## config.mk

```make
export PLATFORM = sky130hd
export DESIGN_NAME = nvm_guard
export DESIGN_NICKNAME = d
export VERILOG_FILES = /design/src/rtl/nvg_pkg.sv /design/src/rtl/nvg_thermal.sv /design/src/rtl/nvg_cmd_gate.sv /design/src/rtl/nvg_fsm.sv /design/src/rtl/nvg_addr.sv /design/src/rtl/nvm_guard.sv
export SDC_FILE = /design/constraint.sdc
export NUM_CORES = 1
export LEC_CHECK = 0
export BUFFER_PORTS_ARGS = -buffer_cell sky130_fd_sc_hd__buf_2
export CORE_ASPECT_RATIO = 0.9
export CORE_MARGIN = 3
export CORE_UTILIZATION = 27
export CTS_BUF_LIST = sky130_fd_sc_hd__clkbuf_4
export DETAILED_ROUTE_END_ITERATION = 6
export PLACE_DENSITY = 0.66
export SLEW_MARGIN = 20
export SYNTH_ARGS = -nofsm -noshare
export SYNTH_HDL_FRONTEND = slang
export SYNTH_SLANG_ARGS = --single-unit
```

## constraint.sdc

```tcl
create_clock -name clk -period 4.4 [get_ports clk]
set_clock_uncertainty 0.2 [all_clocks]
set_input_delay 0.88 -clock clk [delete_from_list [all_inputs] [get_ports clk]]
set_output_delay 0.88 -clock clk [all_outputs]
set_load 0.01 [all_outputs]
```

## src/rtl/nvg_pkg.sv

```systemverilog
package nvg_pkg;

    localparam int BUS_ADDR_W     = 7;
    localparam int TEMP_FRAC_BITS = 2;

    localparam logic [BUS_ADDR_W-1:0] GLOBAL_ADDR_A = 7'h5A;
    localparam logic [BUS_ADDR_W-1:0] GLOBAL_ADDR_B = 7'h5B;
    localparam logic [BUS_ADDR_W-1:0] RECOVERY_ADDR = 7'h7C;

    typedef enum logic [2:0] {
        SUP_RESET_WAIT = 3'd0,
        SUP_CHECKING   = 3'd1,
        SUP_OK         = 3'd2,
        SUP_CRC_FAIL   = 3'd3,
        SUP_DEAD       = 3'd4
    } sup_state_e;

    // Requests that steer the supervisor state machine
    typedef struct packed {
        logic reload;   // restore or soft reset
        logic clear;    // clear-faults or write-one on the error bit
    } sup_req_t;

    // Degrees Celsius to fixed-point temperature code
    function automatic int deg_to_q(input int deg);
        return deg * (1 << TEMP_FRAC_BITS);
    endfunction

endpackage

```

## src/rtl/nvg_thermal.sv

```systemverilog
module nvg_thermal #(
    parameter int TEMP_W = 16,
    parameter logic signed [TEMP_W-1:0] HOT_CODE  = 16'sd520,
    parameter logic signed [TEMP_W-1:0] COOL_CODE = 16'sd500
) (
    input  logic                     clk,
    input  logic                     rst,
    input  logic signed [TEMP_W-1:0] temp,
    output logic                     locked
);
    logic hot_q;
    logic cool_q;

    always_ff @(posedge clk) begin
        if (rst) begin
            hot_q  <= 1'b0;
            cool_q <= 1'b0;
            locked <= 1'b0;
        end else begin
            hot_q  <= (temp > HOT_CODE);
            cool_q <= (temp < COOL_CODE);
            if (hot_q)
                locked <= 1'b1;
            else if (cool_q)
                locked <= 1'b0;
        end
    end

    a_r6_hot_sets_lock: assert property (@(posedge clk) disable iff (rst)
        hot_q |=> locked);
    a_r6_cool_clears_lock: assert property (@(posedge clk) disable iff (rst)
        cool_q |=> !locked);
    a_r6_band_holds: assert property (@(posedge clk) disable iff (rst)
        (!hot_q && !cool_q) |=> $stable(locked));

endmodule

```

## src/rtl/nvg_cmd_gate.sv

```systemverilog
module nvg_cmd_gate (
    input  logic clk,
    input  logic rst,
    input  logic locked,
    input  logic dead,
    input  logic store_req,
    input  logic op_req,
    output logic store_go,
    output logic op_go,
    output logic reject
);
    logic any_req;
    assign any_req = store_req | op_req;

    always_ff @(posedge clk) begin
        if (rst) begin
            store_go <= 1'b0;
            op_go    <= 1'b0;
            reject   <= 1'b0;
        end else begin
            store_go <= store_req & ~locked & ~dead;
            op_go    <= op_req    & ~locked & ~dead;
            reject   <= any_req   &  locked & ~dead;
        end
    end

    a_r7_locked_drops: assert property (@(posedge clk) disable iff (rst)
        (any_req && locked && !dead) |=> (reject && !store_go && !op_go));
    a_r11_open_passes: assert property (@(posedge clk) disable iff (rst)
        (store_req && !locked && !dead) |=> (store_go && !reject));
    a_r10_dead_silent: assert property (@(posedge clk) disable iff (rst)
        dead |=> (!store_go && !op_go && !reject));

endmodule

```

## src/rtl/nvg_fsm.sv

```systemverilog
module nvg_fsm
    import nvg_pkg::*;
(
    input  logic       clk,
    input  logic       rst,
    input  sup_req_t   req,
    input  logic       crc_done,
    input  logic       crc_ok,
    output sup_state_e state,
    output logic       err_q,
    output logic       crc_start
);
    sup_state_e nxt;
    logic       retry_q;
    logic       check_end;

    assign check_end = (state == SUP_CHECKING) && crc_done;
    assign crc_start = (state == SUP_RESET_WAIT) && !rst;

    always_comb begin
        nxt = state;
        unique case (state)
            SUP_RESET_WAIT: nxt = SUP_CHECKING;
            SUP_CHECKING:
                if (crc_done)
                    nxt = crc_ok ? SUP_OK : (retry_q ? SUP_DEAD : SUP_CRC_FAIL);
            SUP_OK:
                if (req.reload) nxt = SUP_RESET_WAIT;
            SUP_CRC_FAIL:
                if (req.reload || req.clear) nxt = SUP_RESET_WAIT;
            SUP_DEAD: nxt = SUP_DEAD;
            default: nxt = SUP_RESET_WAIT;
        endcase
    end

    always_ff @(posedge clk) begin
        if (rst) begin
            state   <= SUP_RESET_WAIT;
            err_q   <= 1'b0;
            retry_q <= 1'b0;
        end else begin
            state <= nxt;
            if (check_end) begin
                err_q <= !crc_ok;
                if (crc_ok) retry_q <= 1'b0;
            end
            if (state == SUP_CRC_FAIL) begin
                if (req.reload)
                    retry_q <= 1'b0;
                else if (req.clear)
                    retry_q <= 1'b1;
            end
        end
    end

    a_r2_pass_releases: assert property (@(posedge clk) disable iff (rst)
        (check_end && crc_ok) |=> (state == SUP_OK && !err_q));
    a_r3_fail_latches: assert property (@(posedge clk) disable iff (rst)
        (check_end && !crc_ok) |=> (err_q && state != SUP_OK));
    a_r5_reload_restarts: assert property (@(posedge clk) disable iff (rst)
        (state == SUP_OK && req.reload) |=> (state == SUP_RESET_WAIT));
    a_r8_clear_rechecks: assert property (@(posedge clk) disable iff (rst)
        (state == SUP_CRC_FAIL && req.clear) |=> (state == SUP_RESET_WAIT));
    a_r10_dead_holds: assert property (@(posedge clk) disable iff (rst)
        (state == SUP_DEAD) |=> (state == SUP_DEAD && err_q));

endmodule

```

## src/rtl/nvg_addr.sv

```systemverilog
module nvg_addr
    import nvg_pkg::*;
#(
    parameter logic [BUS_ADDR_W-1:0] OWN_ADDR = 7'h40
) (
    input  logic [BUS_ADDR_W-1:0] addr,
    input  logic                  recov_en,
    output logic                  hit
);
    logic fixed_hit;

    assign fixed_hit = (addr == OWN_ADDR) || (addr == GLOBAL_ADDR_A) ||
                       (addr == GLOBAL_ADDR_B);
    assign hit = fixed_hit || (recov_en && (addr == RECOVERY_ADDR));

endmodule

```

## src/rtl/nvm_guard.sv

```systemverilog
module nvm_guard
    import nvg_pkg::*;
#(
    parameter int TEMP_W   = 16,
    parameter int HOT_DEG  = 130,
    parameter int COOL_DEG = 125,
    parameter logic [6:0] OWN_ADDR = 7'h40
) (
    input  logic                     clk,
    input  logic                     rst,
    input  logic signed [TEMP_W-1:0] temp_code,
    input  logic                     cmd_restore,
    input  logic                     cmd_mfr_reset,
    input  logic                     cmd_store,
    input  logic                     cmd_nvm_op,
    input  logic                     cmd_clear,
    input  logic                     cmd_w1c,
    input  logic                     crc_done,
    input  logic                     crc_ok,
    input  logic [6:0]               bus_addr,
    output logic                     crc_start,
    output logic                     run_en,
    output logic                     alert_n,
    output logic                     cml_flag,
    output logic                     crc_err_flag,
    output logic                     recov_addr_en,
    output logic                     addr_hit,
    output logic                     nvm_locked,
    output logic                     store_go,
    output logic                     nvm_op_go,
    output logic                     cmd_reject,
    output logic                     fault_dead
);
    localparam logic signed [TEMP_W-1:0] HOT_CODE  = TEMP_W'(deg_to_q(HOT_DEG));
    localparam logic signed [TEMP_W-1:0] COOL_CODE = TEMP_W'(deg_to_q(COOL_DEG));

    sup_state_e state;
    sup_req_t   req;
    logic       err_q;

    assign req.reload = cmd_restore | cmd_mfr_reset;
    assign req.clear  = cmd_clear | cmd_w1c;

    nvg_thermal #(
        .TEMP_W   (TEMP_W),
        .HOT_CODE (HOT_CODE),
        .COOL_CODE(COOL_CODE)
    ) u_thermal (
        .clk   (clk),
        .rst   (rst),
        .temp  (temp_code),
        .locked(nvm_locked)
    );

    nvg_fsm u_fsm (
        .clk      (clk),
        .rst      (rst),
        .req      (req),
        .crc_done (crc_done),
        .crc_ok   (crc_ok),
        .state    (state),
        .err_q    (err_q),
        .crc_start(crc_start)
    );

    nvg_cmd_gate u_gate (
        .clk      (clk),
        .rst      (rst),
        .locked   (nvm_locked),
        .dead     (fault_dead),
        .store_req(cmd_store),
        .op_req   (cmd_nvm_op),
        .store_go (store_go),
        .op_go    (nvm_op_go),
        .reject   (cmd_reject)
    );

    nvg_addr #(.OWN_ADDR(OWN_ADDR)) u_addr (
        .addr    (bus_addr),
        .recov_en(recov_addr_en),
        .hit     (addr_hit)
    );

    assign run_en        = (state == SUP_OK);
    assign fault_dead    = (state == SUP_DEAD);
    assign crc_err_flag  = err_q;
    assign cml_flag      = err_q;
    assign recov_addr_en = err_q;
    assign alert_n       = ~err_q;

    a_r1_run_needs_clean: assert property (@(posedge clk) disable iff (rst)
        run_en |-> (alert_n && !crc_err_flag && !crc_start));
    a_r4_recovery_addr_gated: assert property (@(posedge clk) disable iff (rst)
        (bus_addr == RECOVERY_ADDR && OWN_ADDR != RECOVERY_ADDR && addr_hit) |-> recov_addr_en);
    a_r9_dead_alerts: assert property (@(posedge clk) disable iff (rst)
        fault_dead |-> (!alert_n && !run_en));

endmodule

```

After elaboration in Yosys (flattened, before gate mapping) --
Cells that the tools add are included.
Word-level totals: bits in registers 11, bits of input ports 33, output and inout port bits 12, logic and storage cells 59
Cells by class: $lt $le $gt $ge 2, equal/unequal tests 11, mux-type cells 13, bitwise logic cells 12, reduce and logical (&&, ||, !) cells 12
Operators with widths (number):
- equality test 7 bit, second input constant | 4
- greater-than comparator 16 x 11 -> 1 bit, second input constant | 1
- < comparator 16 x 10 -> 1 bit, second input constant | 1
- two-way mux 3 bit | 5
- case mux 3 bit (5 select lines) | 1
- two-way mux 1 bit | 7
- AND 1 bit | 6
- equality test 3 x 2 -> 1 bit, second input constant | 2
- logical OR 1 bit | 4
- != test 2 x 1 -> 1 bit, second input constant | 2
- equality test 3 x 1 -> 1 bit, second input constant | 1
- equality test 3 bit, second input constant | 1
- logical AND 1 bit | 3
- logical NOT 3 bit | 1
- inverter 1 bit | 3
- OR 1 bit | 3
- AND reduction 3 bit | 1
- logical NOT 1 bit | 2
- != test 2 bit, second input constant | 1
- nonzero test 2 bit | 1

Longest topological paths before layout --
Gate-level depths: netlist of the first run.
depth after elaboration 6, depth in mapped cells 4, depth with buffers taken out 3

Cells and area by module --
A second synthesis of the first run with hierarchy kept.
Second synthesis, totals: cells, all modules 71, area total of the unflattened synthesis 615.6 um2
By module, submodules not included:
- nvg_fsm | times used 1, cells an instance 30, area each 261.5 um2, sequential area each 100.1 um2
- nvg_thermal | times used 1, cells an instance 19, area each 162.7 um2, sequential area each 60.1 um2
- nvg_cmd_gate | times used 1, cells an instance 8, area each 101.3 um2, sequential area each 60.1 um2
- nvm_guard | times used 1, cells an instance 7, area each 46.3 um2, sequential area each 0.0 um2
- nvg_addr | times used 1, cells an instance 7, area each 43.8 um2, sequential area each 0.0 um2

Worst setup path before layout of the first run --
OpenSTA, ideal clock, no wires.
path kind input -> output, start point in bus_addr[3], end point out addr_hit, arrival time 1.821 ns, required time 3.320 ns, slack 1.499 ns, cell stages on the path 2, buffers on the path 0, cells stage by stage or4_1 > a221oi_1
Between the ends: cells in the longest elaborated chain, start to end 4, elaborated cells between the ends (all ways) 8, classes of those cells eq/ne: 4; reduce/logical: 4
RTL lines:
- from (decl) | line nvm_guard.sv:20 | input logic [6:0] bus_addr,
- equality test 7 bit | line nvg_addr.sv:12 | assign fixed_hit = (addr == OWN_ADDR) || (addr == GLOBAL_ADDR_A) ||
- logical OR 1 bit (2 in a row) | line nvg_addr.sv:12
- logical OR 1 bit * | line nvg_addr.sv:14 | assign hit = fixed_hit || (recov_en && (addr == RECOVERY_ADDR));
- to (decl) | line nvm_guard.sv:27 | output logic addr_hit,
Every way passes the cells marked *; elsewhere a longest branch is shown, timed or not.

Worst setup path after layout of the first run --
Ends and elaborated chain as after synthesis.

==> results.yml, run 1 <==
status:
  status: "completed"
critical_path:
  r2r-end: "u_fsm.retry_q$_SDFF_PP0_"
  criticalPathCategory: "primary input to output pin"
  cp_num_buf_inv: 2
  cp.arrival_ps: 1940
  max_stage_delay_ps: 520
  r2r_start: "u_fsm.state[1]$_SDFFE_PP0P_"
  rr_worst_depth: 3
  cp-end-kind: "output pin"
  start_kind: "primary input"
  cp_top_family: "simple AND/OR/NAND/NOR gates"
  path_cells: "buf_2 -> or4_1 -> a221oi_1 -> buf_2"
  crit_path_frequent_cell: "buf_2"
  r2r_slack_ps: 2930
  worstPathRequired_ps: 3320
  critPathSlowestCell: "or4_1"
  cp_max_fo: 2
  cp.depth: 4
clock_tree:
  cts_max_level: 1
  cts_tree: "done"
  cts.sinks: 11
  cts_made_buffers: 3
  insertion_delay_ps: 270
  cts_root_buffer: "clkbuf_4"
  cts-resized-gates: 0
  clkTransAtPathRegs_ps: 70
  cts_setup_buffers: 0
  clk_path_buf_depth: 2
  cts_hold_buf: 0
timing:
  finalSetupViolations: 0
  rsz0062_at_grt: "no"
  fin_crit_ps: 3025
  fin_tns_setup_ps: 0
  min_period_over_period: 0.6874
  max_slew_margin: 0.7714
  hold_viol: 0
  drv_slew: 0
  fmax_mhz: 330.6
  max_slew.worst_pin.slew_ps: 342.2
floorplanning:
  core_um2: 1989
  fp.dieW_um: 55.40
  die_h_um: 50.46
  initial_utilization: 0.2981
  num_io_pins: 45
  rows: 15
  die_area_um2: 2795
cells_and_area:
  diodes: 0
  nNetsFinal: 149
  final_core_util: 0.4264
  syn2layout_area_growth_pct: 43.04
  drive_gt1_frac: 0.4522
grt:
  grt_pass1_wl_mm: 2.511
  gr-usage-all-layers: 0.1107
  grt_pass1_vias: 580
  grt_max_degree: 12
  grt_overflow: 0
  antenna_found_initial: 0
power:
  p_leak_nw: 0.4104
  ir_worst_vdd_mv: 0.1443
  power_density_nw_per_um2: 263.6
min_path:
  hp-class: "register to register"
  min_to: "u_thermal.locked$_SDFFE_PP0P_"
  min_from: "u_thermal.hot_q$_SDFF_PP0_"
  hold_path_depth: 2
placed_design:
  gp_congestion: 0.7551
  dpl.hpwl_mm: 1.238
  io_buffer_count: 44
routing:
  drt_iter0_drc: 15
  drc: 0
  drt_pass1_iterations: 4
  num_vias: 692
  wl_per_cell_um: 10.54
  wirelength_mm: 1.475
  drtAntennaViolNets: 0
  via_per_inst: 4.943
logic_synthesis:
  ys.flop_type: "dfxtp_1"
  synth_cell_types: 32
  synth_area_um2: 593.1
  netlist.top_cell.by_area: "dfxtp_1"
  yosysWarningCount: 0
  syn_inst: 71
  async_flop_share: 0
  synth_most_common_cell: "dfxtp_1"
  avgSynthCellArea_um2: 8.353
  yosys.area.top_type_share: 0.3713
  seq_area_frac_synth: 0.3713
  synth-edff-count: 0
  synth_area_leaders: "dfxtp_1, o21ai_0, nor2_1"
  syn_nets: 104
  ys_ff_latch: 11
  yosys-top-cells-count: "dfxtp_1, nor2_1, o21ai_0"
run:
  drv_cap: 0
layout make-up:
type,instances,area [um^2]
inverter,5,18.77
timing repair buffer,44,220.2
clock buffer,3,22.52
tap,25,31.28
sequential,11,220.2
multi-input combinational,51,330.3
clock inverter,1,5.005
fill,214,1141
kinds of logic after synthesis:
| family | after synthesis | share of synthesized area |
|---|---|---|
| AOI/OAI and AO/OA | 21 | 0.2532 |
| and+or+nand+nor | 30 | 0.3038 |
| buffers and inverters | 9 | 0.07171 |
| DFF | 11 | 0.3713 |
per-stage QoR:
| stage | hold WS, ps | instance area (um^2) | power, W | setup slack, ps | std cells |
|---|---|---|---|---|---|
| floorplan | 213.0 | 593.1 | 0.0001351 | 1499 | 71 |
| global placement | 213.4 | 820.8 | 0.0001571 | 1394 | 136 |
| detailed placement | 224.3 | 820.8 | 0.0001586 | 1362 | 136 |
| CTS | 246.6 | 848.3 | 0.0002269 | 1362 | 140 |
| global route | 291.3 | 848.3 | 0.0002388 | 1285 | 140 |
| finish | 243.0 | 848.3 | 0.0002236 | 1375 | 140 |
worst max path at each step:
stage | start | endpoint | slack [ps]
floorplan | bus_addr[3] | addr_hit | 1500
global placement | bus_addr[3] | addr_hit | 1390
detailed placement | bus_addr[3] | addr_hit | 1360
CTS | bus_addr[3] | addr_hit | 1360
global route | bus_addr[3] | addr_hit | 1280
finish | bus_addr[3] | addr_hit | 1380
state kept, by name, indices dropped and copies added (netlist names):
signal	flops
u_thermal.locked	1
u_fsm.retry_q	1
u_gate.reject	1
u_thermal.cool_q	1
u_gate.store_go	1
u_fsm.err_q	1
u_thermal.hot_q	1
u_gate.op_go	1
u_fsm.state	3
layout by cell type (no fill, tap or decap):
cell type	n
and2_1	2
a221oi_1	2
a32oi_1	1
a32o_1	1
a31oi_1	1
and4bb_2	1
o311ai_0	1
nor4_1	1
inv_1	5
clkbuf_4	3
o211a_1	1
dfxtp_1	11
nand2_1	3
a211oi_1	1
nor2b_1	4
a311oi_1	1
and2b_2	1
o211ai_1	1
or3_1	1
nor4b_2	1
nor2_1	7
nor3_1	3
a21oi_1	3
o221a_2	1
or4_1	2
nor3b_1	2
nand3_1	1
buf_2	44
and3_1	1
clkinv_2	1
o2111ai_1	1
o21ai_0	6
power by group:
part / leakage [nW] / switching, W / internal, W / total (W)
Clock: 0.0177 / 0.0000339 / 0.0000337 / 0.0000676
Combinational: 0.302 / 0.0000219 / 0.0000238 / 0.0000457
Sequential: 0.0906 / 0.00000525 / 0.000105 / 0.000110
Total: 0.410 / 0.0000611 / 0.000163 / 0.000224
worst reg2reg max path, stage by stage (launching register included):
cell	delay, ps
dfxtp_1	520
and4bb_2	320
a21oi_1	180
o221a_2	200
per-layer routing:
layer  vias up  share of wire  global-route usage  wire (um)
met5         -              0                   0          0
met4         0          0.011             0.04858         16
met3         2           0.12             0.03599        176
met2        42           0.44              0.1732        643
met1       294           0.43              0.1388        639
li1        354              -                   -          -
Power figures use the tool's default switching activity.
==> run 2: changes to the inputs <==
- PLACE_DENSITY: 0.66 -> 0.68
- clock period: 4.4 -> 2.75 ns (I/O delays scaled with it)
==> run 2 against run 1 <==
Compared with the run above:
- count of clock-buffer cells in the layout did not move
- register-to-register slack got worse by 1600 ps
- utilization did not move
- routed wire length rose by 2.8%
- setup slack got worse by 1000 ps
- power rose by 61%
- hold slack improved by 4.6 ps
- critical endpoint unchanged
- largest cell class unchanged
- largest power group unchanged
==> results.yml, run 2 (synthesis gave the netlist of run 1 again) <==
clock_tree:
  insertion_delay_ps: 270
  clkTransAtPathRegs_ps: 70
  cts_max_level: 1
  cts_tree: "done"
  cts_made_buffers: 3
  cts-resized-gates: 0
  cts_hold_buf: 0
  cts.sinks: 11
  cts_setup_buffers: 0
  cts_root_buffer: "clkbuf_4"
  clk_path_buf_depth: 2
timing:
  fin_tns_setup_ps: 0
  fin_crit_ps: 2415
  min_period_over_period: 0.8783
  rsz0062_at_grt: "no"
  fmax_mhz: 414.0
  max_slew_margin: 0.7584
  hold_viol: 0
  whs_ps: 247.6
  drv_slew: 0
  finalSetupViolations: 0
  max_slew.worst_pin.slew_ps: 361.6
  fin_ws_ps: 334.7
placed_design:
  io_buffer_count: 44
  gp_congestion: 0.6884
  dp_slack_ps: 342.7
  dpl.hpwl_mm: 1.243
floorplanning:
  die_area_um2: 2795
  fp.dieW_um: 55.40
  die_h_um: 50.46
  core_um2: 1989
  num_io_pins: 45
  initial_utilization: 0.2981
  rows: 15
power:
  p_int_w: 0.0002600
  combPwrFrac: 0.203
  total_power_w: 0.0003595
  power_frac_seq: 0.491
  p_leak_nw: 0.4104
  p_sw_frac: 0.2767
  ir_worst_vdd_mv: 0.2051
  p_clk_frac: 0.306
  power_density_nw_per_um2: 423.8
  p_sw_w: 0.00009949
cells_and_area:
  multiInputGateArea_um2: 330.3
  syn2layout_area_growth_pct: 43.04
  drive_gt1_frac: 0.4522
  diodes: 0
  final_core_util: 0.4264
  top_register: "u_fsm.state"
  regArea_um2: 220.2
  mostFrequentLayoutCells: "buf_2, dfxtp_1, nor2_1"
  nFillCells: 207
  nNetsFinal: 149
  largest_reg_flops: 3
  final_common_cell: "buf_2"
routing:
  drc: 0
  drt_iter0_drc: 29
  drtAntennaViolNets: 0
  via_per_inst: 4.950
  num_vias: 693
  wirelength_mm: 1.516
  drt_pass1_iterations: 4
  wl_per_cell_um: 10.83
critical_path:
  cp_max_fo: 2
  cp.arrival_ps: 1670
  crit_path_frequent_cell: "buf_2"
  criticalPathCategory: "primary input to output pin"
  start_kind: "primary input"
  path_cells: "buf_2 -> or4_1 -> a221oi_1 -> buf_2"
  worstPathRequired_ps: 2000
  max_stage_delay_ps: 520
  critPathSlowestCell: "or4_1"
  rr_worst_depth: 3
  cp-end-kind: "output pin"
min_path:
  hp-class: "register to register"
  hold_path_depth: 2
grt:
  antenna_found_initial: 0
  gr-usage-all-layers: 0.1133
  grt_pass1_wl_mm: 2.518
  grt_overflow: 0
  grt_pass1_vias: 626
  grt_max_degree: 12
run:
  drv_cap: 0
status:
  status: "completed"
-- run 2: cell counts in the layout (fill, tap and decap cells not counted) --
No cell type changed its count.
-- run 2: metal layers --
metal / wire [um] / vias to the layer above / track usage / part of all wire
met3: 177 / 0 / 0.03342 / 0.12
li1: - / 355 / - / -
met5: 0 / - / 0 / 0
met2: 674 / 43 / 0.1811 / 0.44
met1: 663 / 295 / 0.1369 / 0.44
met4: 0 / 0 / 0.06073 / 0
-- run 2: worst paths after layout --
path,start,slack [ps],to
worst max-delay path,bus_addr[3],330,addr_hit
worst min-delay path,u_thermal.hot_q$_SDFF_PP0_,250,u_thermal.locked$_SDFFE_PP0P_
worst max register to register,u_fsm.state[1]$_SDFFE_PP0P_,1310,u_fsm.retry_q$_SDFF_PP0_
worst min register to register,u_thermal.hot_q$_SDFF_PP0_,250,u_thermal.locked$_SDFFE_PP0P_
-- run 2: power by group through the flow --
stage	clock (W)	sequential, W	combinational [W]
2_1_floorplan	0	0.000179	0.0000367
3_3_place_gp	0	0.000180	0.0000714
3_5_place_dp	0	0.000180	0.0000735
4_1_cts	0.000115	0.000176	0.0000739
5_1_grt	0.000120	0.000178	0.0000826
6_report	0.000110	0.000176	0.0000731
-- run 2: cell type report --
cell class              count  share of cell area
inverters                   5             0.02212
clock buffers               3             0.02655
multi-input cells          51              0.3894
well taps                  25             0.03687
repair buffers             44              0.2596
clock inverters             1            0.005900
flip-flops and latches     11              0.2596
-- run 2: stage by stage --
step	cell area, um^2	cells
after floorplan	593.1	71
after global placement	820.8	136
after detailed placement	820.8	136
after CTS	848.3	140
after global routing	848.3	140
final	848.3	140
-- run 2: critical path, delay by kind of cell --
kind / cells / cell delay (ps)
AND/OR/NAND/NOR: 1 / 520
AO/OA/AOI/OAI: 1 / 310
buffers and inverters: 2 / 290
==> run 3: changes to the inputs <==
- CTS_BUF_LIST: sky130_fd_sc_hd__clkbuf_4 -> sky130_fd_sc_hd__clkbuf_16
==> run 3 against run 2 <==
Compared with the run above:
- non-clock buffer count is the same
- power is 43% higher
- count of clock-buffer cells in the layout unchanged
- final area grew 6.2%
- setup slack is essentially flat
- fmax hardly changed
- utilization increased by 2.6 points
- register-to-register slack about the same
- critical path depth is the same
- global-route usage rose by 0.33 points
- combinational power about the same
- critical endpoint unchanged
- largest power group is now clock
- highest routed layer unchanged
==> results.yml, run 3 (synthesis gave the netlist of run 1 again) <==
clock_tree:
  cts-resized-gates: 0
  cts_max_level: 1
  cts_made_buffers: 3
  cts_tree: "done"
  clkTransAtPathRegs_ps: 40
  cts.sinks: 11
  cts_hold_buf: 0
  clk_path_buf_depth: 2
  cts_setup_buffers: 0
  insertion_delay_ps: 240
  cts_root_buffer: "clkbuf_16"
power:
  p_leak_nw: 0.4335
  power_density_nw_per_um2: 571.6
  ir_worst_vdd_mv: 0.2867
cells_and_area:
  mostFrequentLayoutCells: "buf_2, dfxtp_1, nor2_1"
  multiInputGateArea_um2: 330.3
  nNetsFinal: 149
  nFillCells: 203
  drive_gt1_frac: 0.4522
  final_core_util: 0.4528
  largest_reg_flops: 3
  design_area_um2: 900.9
  diodes: 0
  top_register: "u_fsm.state"
  regArea_um2: 220.2
  final_common_cell: "buf_2"
  syn2layout_area_growth_pct: 51.90
grt:
  antenna_found_initial: 0
  grt_overflow: 0
  gr-usage-all-layers: 0.1166
  grt_pass1_vias: 623
  grt_pass1_wl_mm: 2.539
  grt_max_degree: 12
routing:
  wl_per_cell_um: 10.98
  wirelength_mm: 1.537
  drtAntennaViolNets: 0
  drc: 0
  drt_pass1_iterations: 4
  via_per_inst: 4.986
  drt_iter0_drc: 24
  num_vias: 698
placed_design:
  dpl.hpwl_mm: 1.243
  io_buffer_count: 44
  detailed_place.area_um2: 820.8
  gp_congestion: 0.6884
run:
  drv_cap: 0
floorplanning:
  die_h_um: 50.46
  rows: 15
  die_area_um2: 2795
  core_um2: 1989
  initial_utilization: 0.2981
  num_io_pins: 45
  fp.dieW_um: 55.40
timing:
  hold_viol: 0
  finalSetupViolations: 0
  drv_slew: 0
  fmax_mhz: 414.1
  min_period_over_period: 0.8781
  whs_ps: 239.9
  fin_crit_ps: 2415
  max_slew_margin: 0.7595
  rsz0062_at_grt: "no"
  max_slew.worst_pin.slew_ps: 359.9
  fin_tns_setup_ps: 0
status:
  status: "completed"
critical_path:
  worstPathRequired_ps: 2000
  cp-end-kind: "output pin"
  r2r_slack_ps: 1310
  start_kind: "primary input"
  cp.arrival_ps: 1660
  cp_max_fo: 2
  criticalPathCategory: "primary input to output pin"
min_path:
  hp-class: "register to register"
==> run 3: metal layers <==
metal  share of wire  track usage
met2            0.44       0.1850
met3            0.13      0.04884
met4               0      0.06073
met5               0            0
met1            0.44       0.1337
==> run 3: final timing paths <==
check                                    from                            end  cells after the start
setup / recovery                  bus_addr[3]                       addr_hit                      4
hold / removal     u_thermal.hot_q$_SDFF_PP0_  u_thermal.locked$_SDFFE_PP0P_                      2
setup reg to reg  u_fsm.state[1]$_SDFFE_PP0P_       u_fsm.retry_q$_SDFF_PP0_                      3
hold reg to reg    u_thermal.hot_q$_SDFF_PP0_  u_thermal.locked$_SDFFE_PP0P_                      2
==> run 3: where the power goes <==
group | internal, W | leakage [nW] | switching [W]
Combinational | 0.0000381 | 0.302 | 0.0000350
Clock | 0.000192 | 0.0409 | 0.0000720
Sequential | 0.000169 | 0.0906 | 0.00000840
Total | 0.000400 | 0.434 | 0.000115
==> run 3: worst max-delay path, stage by stage <==
cell and delay (ps):
buf_2 110, or4_1 520, a221oi_1 310, buf_2 180
==> run 3: layout make-up <==
cell class                 instances  area share
multi-input combinational         51      0.3667
sequential                        11      0.2444
timing repair buffer              44      0.2444
clock buffer                       3     0.08333
tap                               25     0.03472
inverter                           5     0.02083
clock inverter                     1    0.005556
==> run 3: per-stage QoR <==
stage | worst slack [ps] | cells | total power, W
finish | 335.1 | 140 | 0.0005149
global route | 260.1 | 140 | 0.0005411
CTS | 342.3 | 140 | 0.0005216
detailed placement | 342.7 | 136 | 0.0002538
global placement | 406.7 | 136 | 0.0002511
floorplan | 508.7 | 71 | 0.0002161
